==> src/rtl/pctgt_pkg.sv <==
package pctgt_pkg;
  typedef enum logic [2:0] {
    FLOW_SEQ  = 3'd0,
    FLOW_BEQ  = 3'd1,
    FLOW_BNE  = 3'd2,
    FLOW_BLTZ = 3'd3,
    FLOW_BGEZ = 3'd4,
    FLOW_BLEZ = 3'd5,
    FLOW_BGTZ = 3'd6,
    FLOW_JUMP = 3'd7
  } flow_e;
endpackage

==> src/rtl/pctgt_cond.sv <==
module pctgt_cond
  import pctgt_pkg::*;
#(
  parameter int XLEN = 32
) (
  input  flow_e            flow_i,
  input  logic [XLEN-1:0]  rs_i,
  input  logic [XLEN-1:0]  rt_i,
  output logic             take_o
);
  logic same, neg, zero;

  assign same = (rs_i == rt_i);
  assign neg  = rs_i[XLEN-1];
  assign zero = ~|rs_i;

  always_comb begin
    unique case (flow_i)
      FLOW_BEQ:  take_o = same;
      FLOW_BNE:  take_o = !same;
      FLOW_BLTZ: take_o = neg;
      FLOW_BGEZ: take_o = !neg;
      FLOW_BLEZ: take_o = neg | zero;
      FLOW_BGTZ: take_o = !neg & !zero;
      FLOW_JUMP: take_o = 1'b1;
      default:   take_o = 1'b0;
    endcase
  end

  // non-positive and positive tests are exact complements
  always_comb begin
    if (flow_i == FLOW_BGTZ && take_o)
      p_pos_nonzero_r7: assert ($signed(rs_i) > 0);
  end
endmodule

==> src/rtl/pctgt_addr.sv <==
module pctgt_addr #(
  parameter int XLEN  = 32,
  parameter int OFS_W = 16,
  parameter int JMP_W = 26,
  parameter int ALIGN = 2
) (
  input  logic [XLEN-1:0]  pc_i,
  input  logic [OFS_W-1:0] ofs_i,
  input  logic [JMP_W-1:0] jidx_i,
  output logic [XLEN-1:0]  seq_o,
  output logic [XLEN-1:0]  br_o,
  output logic [XLEN-1:0]  jmp_o
);
  localparam int SEG_W = XLEN - JMP_W - ALIGN;
  localparam logic [XLEN-1:0] STEP = XLEN'(1) << ALIGN;

  logic [XLEN-1:0] ofs_ext;

  assign seq_o   = pc_i + STEP;
  assign ofs_ext = {{(XLEN-OFS_W){ofs_i[OFS_W-1]}}, ofs_i};
  assign br_o    = seq_o + (ofs_ext << ALIGN);

  generate
    if (SEG_W > 0) begin : g_seg
      // segment bits come from the following instruction's address
      assign jmp_o = {seq_o[XLEN-1 -: SEG_W], jidx_i, {ALIGN{1'b0}}};
    end else begin : g_flat
      assign jmp_o = {jidx_i[XLEN-ALIGN-1:0], {ALIGN{1'b0}}};
    end
  endgenerate

  // word alignment of pc carries into the branch target
  always_comb begin
    p_br_align_r3: assert (br_o[ALIGN-1:0] == pc_i[ALIGN-1:0]);
  end
endmodule

==> src/rtl/pctgt_next.sv <==
module pctgt_next
  import pctgt_pkg::*;
#(
  parameter int XLEN  = 32,
  parameter int OFS_W = 16,
  parameter int JMP_W = 26
) (
  input  logic             clk_i,
  input  logic             rst_ni,
  input  logic             valid_i,
  input  logic [2:0]       flow_i,
  input  logic [XLEN-1:0]  pc_i,
  input  logic [OFS_W-1:0] ofs_i,
  input  logic [JMP_W-1:0] jidx_i,
  input  logic [XLEN-1:0]  rs_val_i,
  input  logic [XLEN-1:0]  rt_val_i,
  output logic             valid_o,
  output logic             taken_o,
  output logic [XLEN-1:0]  next_pc_o,
  output logic [XLEN-1:0]  br_target_o,
  output logic [XLEN-1:0]  jmp_target_o
);
  localparam int ALIGN = 2;

  flow_e           flow;
  logic            take;
  logic [XLEN-1:0] seq_pc, br_pc, jmp_pc, sel_pc;

  assign flow = flow_e'(flow_i);

  pctgt_addr #(.XLEN(XLEN), .OFS_W(OFS_W), .JMP_W(JMP_W), .ALIGN(ALIGN)) i_addr (
    .pc_i   (pc_i),
    .ofs_i  (ofs_i),
    .jidx_i (jidx_i),
    .seq_o  (seq_pc),
    .br_o   (br_pc),
    .jmp_o  (jmp_pc)
  );

  pctgt_cond #(.XLEN(XLEN)) i_cond (
    .flow_i (flow),
    .rs_i   (rs_val_i),
    .rt_i   (rt_val_i),
    .take_o (take)
  );

  always_comb begin
    if (!take)                  sel_pc = seq_pc;
    else if (flow == FLOW_JUMP) sel_pc = jmp_pc;
    else                        sel_pc = br_pc;
  end

  always_ff @(posedge clk_i or negedge rst_ni) begin
    if (!rst_ni) begin
      valid_o      <= 1'b0;
      taken_o      <= 1'b0;
      next_pc_o    <= '0;
      br_target_o  <= '0;
      jmp_target_o <= '0;
    end else begin
      valid_o <= valid_i;
      if (valid_i) begin
        taken_o      <= take;
        next_pc_o    <= sel_pc;
        br_target_o  <= br_pc;
        jmp_target_o <= jmp_pc;
      end
    end
  end

  p_seq_r2: assert property (@(posedge clk_i) disable iff (!rst_ni)
    valid_i && flow_i == 3'd0 |=> !taken_o && next_pc_o == $past(pc_i) + XLEN'(4));

  p_eq_r5: assert property (@(posedge clk_i) disable iff (!rst_ni)
    valid_i && flow_i == 3'd1 |=> taken_o == ($past(rs_val_i) == $past(rt_val_i)));

  p_sign_r6: assert property (@(posedge clk_i) disable iff (!rst_ni)
    valid_i && flow_i == 3'd3 |=> taken_o == $past(rs_val_i[XLEN-1]));

  p_select_r8: assert property (@(posedge clk_i) disable iff (!rst_ni)
    valid_i && flow_i != 3'd0 && flow_i != 3'd7
    |=> next_pc_o == (taken_o ? br_target_o : $past(pc_i) + XLEN'(4)));

  p_valid_r9: assert property (@(posedge clk_i) disable iff (!rst_ni)
    !valid_i |=> !valid_o);

  p_jump_r10: assert property (@(posedge clk_i) disable iff (!rst_ni)
    valid_i && flow_i == 3'd7 |=> taken_o && next_pc_o == jmp_target_o);
endmodule

==> config.mk <==
export PLATFORM = sky130hd
export DESIGN_NAME = pctgt_next
export DESIGN_NICKNAME = d
export VERILOG_FILES = /design/src/rtl/pctgt_pkg.sv /design/src/rtl/pctgt_cond.sv /design/src/rtl/pctgt_addr.sv /design/src/rtl/pctgt_next.sv
export SDC_FILE = /design/constraint.sdc
export NUM_CORES = 1
export LEC_CHECK = 0
export ABC_AREA = 1
export BUFFER_PORTS_ARGS = -buffer_cell sky130_fd_sc_hd__buf_2
export CAP_MARGIN = 20
export CORE_MARGIN = 2
export CORE_UTILIZATION = 23
export DETAILED_ROUTE_END_ITERATION = 7
export REMOVE_ABC_BUFFERS = 1
export SETUP_SLACK_MARGIN = 0.05
export SLEW_MARGIN = 20
export SYNTH_ARGS = -nofsm -noshare
export SYNTH_HDL_FRONTEND = slang
export SYNTH_SLANG_ARGS = --single-unit
==> constraint.sdc <==
create_clock -name clk_i -period 0.8 [get_ports clk_i]
set_input_delay 0.12 -clock clk_i [delete_from_list [all_inputs] [get_ports clk_i]]
set_output_delay 0.12 -clock clk_i [all_outputs]
set_load 0.01 [all_outputs]
==> Word-level counts from Yosys, hierarchy flattened <==
Cells that the tools add are included.
{ "word_totals": {"output_inout_bits": 98, "wordCells": 24, "register_bits": 96} }
{ "op_classes": {"addsub": 2, "eq_ne": 8, "bitwise": 2, "mux": 3, "reduce_logical": 4} }
{ "ops": {"columns": ["operator", "count"], "rows": [
  ["$mux 32", 2],
  ["$add 32x3->32 const B", 1],
  ["$add 32x32->32", 1],
  ["$eq 32x32->1", 1],
  ["$reduce_or 32->1", 1],
  ["$eq 3x3->1 const B", 4],
  ["$pmux 1 s7", 1],
  ["$eq 3x2->1 const B", 2],
  ["$eq 3x1->1 const B", 1],
  ["$logic_not 1->1", 3],
  ["$and 1x1->1", 1],
  ["$or 1x1->1", 1]
]} }

==> Longest topological paths before layout <==
{ "logic_depth": {"word_depth": 5, "depth_mapped": 26} }

==> Modules after synthesis <==
Synthesis repeated with hierarchy kept, for this count alone.
{ "hier_totals": {"cells_unflattened": 1227, "area_unflattened_um2": 8087.8} }
{ "by_module_without_submodules": {"columns": ["mod", "n_inst", "cells_each", "seq_area_each_um2", "area_per_inst_um2"], "rows": [
  ["pctgt_next", 1, 531, 2452.4, 4451.8],
  ["pctgt_addr", 1, 544, 0.0, 2940.3],
  ["pctgt_cond", 1, 152, 0.0, 695.7]
]} }

==> Least setup slack after synthesis <==
Ideal clock, no wire load.
{ "synth_timing": {"path_type": "input port to flip-flop", "start": "in pc_i[2]", "end": "reg next_pc_o[31]", "t_arrival_ns": 2.443, "setup_slack_ns": -1.760, "path_stages": 21, "n_path_buf": 0, "cell_sequence": "ha_1 -> nand2_1 -> nor2_4 -> inv_2 -> nor2_2 -> nand2_2 -> or3_1 -> xor2_1 -> inv_1 -> ha_1 -> inv_1 -> nor3_2 -> nand2_1 -> nor3_1 -> nand2_1 -> nand2_1 -> nand2_1 -> nand2_1 -> nand3_1 -> nand3_1 -> nand2_1"} }
{ "synth_via": {"elab_chain_len": 4} }
{ "synth_lines": {"columns": ["item", "line", "text"], "rows": [
  ["start: declaration", "pctgt_next.sv:12", "input logic [XLEN-1:0] pc_i,"],
  ["$add 32x3->32 *", "pctgt_addr.sv:19", "assign seq_o = pc_i + STEP;"],
  ["$add 32x32->32", "pctgt_addr.sv:21", "assign br_o = seq_o + (ofs_ext << ALIGN);"],
  ["$mux 32", "pctgt_next.sv:49", "else if (flow == FLOW_JUMP) sel_pc = jmp_pc;"],
  ["$mux 32 *", "pctgt_next.sv:48", "if (!take) sel_pc = seq_pc;"],
  ["end signal: assignment", "pctgt_next.sv:64", "next_pc_o <= sel_pc;"],
  ["end: declaration", "pctgt_next.sv:19", "output logic [XLEN-1:0] next_pc_o,"]
]} }
Every way passes the cells marked *; elsewhere a longest branch is shown, timed or not.
A chain may end at the register's enable or synchronous reset.

==> Worst setup path after layout <==
{ "layout_timing": {"start": "in pc_i[5]", "end": "reg next_pc_o[31]"} }
{ "layout_via": {"elab_chain_len": 4} }
{ "layout_lines": {"columns": ["item", "line", "text"], "rows": [
  ["$add 32x3->32", "pctgt_addr.sv:19", null],
  ["net i_addr.jmp_o[30]", "pctgt_addr.sv:12", "output logic [XLEN-1:0] jmp_o"],
  ["$add 32x32->32", "pctgt_addr.sv:21", null],
  ["$mux 32", "pctgt_next.sv:49", null],
  ["$mux 32", "pctgt_next.sv:48", null]
]} }
The timed path passes the listed nets, and every way through them passes these cells.

==> summary.txt <==
Placed design
  – Post-DP HPWL: 25700 um
  – Gp weighted congestion: 0.889
  – Dpl ws: -2.37 ns
  – I/O Buffers: 239
  – Placed cell count: 2087

Global route
  – Number of global-route vias before repair: 9836
  – Grt ovf: 0
  – Global Route Usage Sum: 18.9%
  – First-pass GRT wire length: 52300 um
  – Antenna violations before repair: 2
  – Pin count of the biggest net entering global routing: 30

Timing
  – Endpoints failing setup: 162
  – Period utilisation layout: 317%
  – Hold Slack: 0.0238 ns
  – Fmax achieved: 394 MHz
  – Worst slew margin: 66.1%
  – Final WS setup: -1.74 ns
  – Max-slew violations: 0
  – Final min period: 2.54 ns
  – Final Skew: 0 ns
  – Final TNS setup: -103.45 ns
  – RSZ-0062 raised after global routing: yes
  – Slew at the pin closest to its max-slew limit: 0.508 ns
  – Hold Fails Final Rpt: 0

Critical path
  – Cell seen most often among critical-path stages: nand2_1
  – Crit path max fanout: 4
  – Setup slack, reg-to-reg: -0.05 ns
  – Crit-path cells: buf_8 > buf_6 > buf_6 > nand3_4 > buf_6 > nand3b_1 > nor4_4 > buf_4 > nand2_1 > nand2_4 > inv_1 > ha_4 > nand2_1 > nor2_2 > inv_2 > nor3_4 > nand2_1 > nand2_1 > nand2_1 > nand2_1 > nand3_1 > nand3_1 > nand2_1
  – Buf+Inv Stages, Crit Path: 7
  – Critical path launch point: pc_i[5]
  – Worst reg2reg startpoint: next_pc_o[20]$_DFFE_PN0P_
  – Worst path required time: 1.06 ns
  – Crit-path max cell delay: 0.33 ns
  – Crit end category: flip-flop
  – Cell family with most CP delay: simple AND/OR/NAND/NOR gates
  – CP Class: input pin to flip-flop
  – Crit start category: input pin
  – Crit-path slowest cell: nor4_4
  – Critical path data arrival time: 2.80 ns

Floorplanning
  – I/O pin count: 242
  – Initial Utilization: 23.2%
  – Row count: 67
  – DIE AREA: 0.0353 mm2
  – Die Y: 188 um
  – Die X: 188 um
  – Core area: 0.0334 mm2

Yosys
  – Syn Area/Cell: 6.37 um2
  – Post-synth EDFFs: 0
  – Seq cells post-synth: 96
  – Synth warn: 0
  – Sequential cell area fraction in the yosys report: 30.9%
  – Yosys cell types: 40
  – Cells after Synth: 1220
  – Top FF cell, synth: dfrtp_1
  – Post-Syn Area: 0.00778 mm2
  – Ys async rst share: 100%

Pwr
  – Cell Pwr Density: 1360 mW/mm2
  – Max IR drop VDD: 1.13 mV
  – Leakage Power: 7.90 nW

Run status
  – Failing checks: setup timing
  – Status: finished, violations left

Layout
  – Commonest non-fill, non-tap cells in the layout: nand2_1, buf_4, buf_2
  – Synthesis-to-finish area growth: 99.9%
  – Fin cells: 2253
  – Most common cell after layout, fill and taps aside: nand2_1
  – Register area: 0.00240 mm2
  – Nets: 1980
  – Layout cells sized above 1: 56.1%
  – Fill cells: 3206
  – Area occupied by multi-input gates: 0.00705 mm2

Min path
  – Worst hold start: jidx_i[18]
  – Worst hold path type: input pin to flip-flop

Routing
  – DRT iter0 DRCs: 553
  – ANT nets after route: 0
  – Avg WL per Cell: 15.9 um
  – Residual DRC: 0
  – Routed WL: 35700 um
  – DRT Pass-1 Iters: 4
  – Via count: 10046
  – Vias per cell: 4.46

CTS
  – Total CTS buffers: 9
  – Worst-Skew Late Latency: 0.36 ns
  – H-tree levels: 3
  – Root buffer cell: clkbuf_16
  – Worst-path clk slew: 0.07 ns
  – TritonCTS Sinks: 96
  – Clk buf depth: 2
  – TritonCTS clock tree: built

Run
  – Max-capacitance violation count: 0
-- final cells by class --
| cell class | instances | share of cell area, % |
|---|---|---|
| Multi-Input combinational cell | 956 | 45.4 |
| Antenna cell | 2 | 0.0322 |
| Timing Repair Buffer | 597 | 30.1 |
| Inverter | 138 | 3.51 |
| Clock buffer | 9 | 1.45 |
| Tap cell | 448 | 3.61 |
| Clock inverter | 7 | 0.451 |
| Sequential cell | 96 | 15.5 |
-- cell usage after synthesis (2+ instances only) --
cell / n / area share [%]
nor2_1: 99 / 4.8
nor3_1: 10 / 0.64
nor2_2: 7 / 0.56
buf_1: 3 / 0.14
inv_2: 11 / 0.53
clkbuf_1: 19 / 0.92
buf_2: 3 / 0.19
or2_1: 2 / 0.16
nand2_1: 515 / 25
buf_4: 4 / 0.39
nand3b_1: 4 / 0.39
nand4_1: 10 / 0.80
or2_2: 4 / 0.32
and2_1: 4 / 0.32
nor4_1: 2 / 0.16
o21bai_1: 3 / 0.29
a31oi_1: 6 / 0.48
nor3_2: 2 / 0.26
nor3_4: 2 / 0.42
inv_1: 127 / 6.1
ha_1: 37 / 6.0
nand2_2: 4 / 0.32
o21ai_0: 50 / 3.2
a21oi_1: 26 / 1.7
o21ai_1: 9 / 0.58
nand3_2: 4 / 0.51
dfrtp_1: 96 / 31
xnor2_1: 40 / 4.5
xor2_1: 20 / 2.3
nand3_1: 84 / 5.4
nor2_4: 4 / 0.58
-- worst reg2reg max path, delay by kind of cell, from the launching register on --
kind          cells  cell delay [ns]
simple gates      2             0.10
flops             1             0.39
buf+inv           2             0.25
-- per-stage QoR --
stage	cell area (um2)	total power [mW]	util, %
after detailed placement	11100	12.8	33.1
after floorplan	7630	9.14	-
after global routing	15500	22.5	46.5
after CTS	13800	19.6	41.2
final	15500	21.2	46.5
after global placement	11100	12.8	33.1
-- kinds of logic after synthesis --
kind of cell / synth area share [%]
flip-flops: 30.9
adder cells (fa/ha/maj): 6.21
XOR/XNOR: 6.76
AND/OR/NAND/NOR: 41.1
other: 0.0482
buffers and inverters: 8.62
AO/OA/AOI/OAI: 6.34
-- power by group --
group          internal [mW]  switching [mW]
clock network           2.43            2.10
registers               5.56           0.431
logic                   5.37            5.33
-- what timing repair did --
item,CTS,global route
hold buffers,18,0
endpoints found under the hold margin,113,0
pin swaps,100,215
buffers inserted,78,70
setup endpoints to repair,160,166
gates resized for setup,363,362
-- worst paths after layout --
| check | to | cells past startpoint |
|---|---|---|
| max in group asynchronous | jmp_target_o[31]$_DFFE_PN0P_ | 3 |
| hold reg to reg | jmp_target_o[26]$_DFFE_PN0P_ | 2 |
| hold / removal | jmp_target_o[20]$_DFFE_PN0P_ | 3 |
| setup / recovery | next_pc_o[31]$_DFFE_PN0P_ | 23 |
| min in group asynchronous | jmp_target_o[19]$_DFFE_PN0P_ | 2 |
| setup reg to reg | next_pc_o[20]$_DFFE_PN0P_ | 4 |
-- registers in the layout, summed over array words and instances (netlist names) --
| name | cells |
|---|---|
| taken_o | 1 |
| br_target_o | 32 |
| next_pc_o | 32 |
| valid_o | 1 |
| jmp_target_o | 30 |
-- metal layers --
layer	share of wire (%)	routed length [um]	global-route usage (%)	vias up
met2	49	17500	31.5	257
met3	4.1	1480	3.11	58
met1	43	15500	24.2	4755
met4	3.6	1300	7.96	0
li1	-	-	-	4976
met5	0	0	0	-
Note: power is estimated with default switching activity, not from simulation.
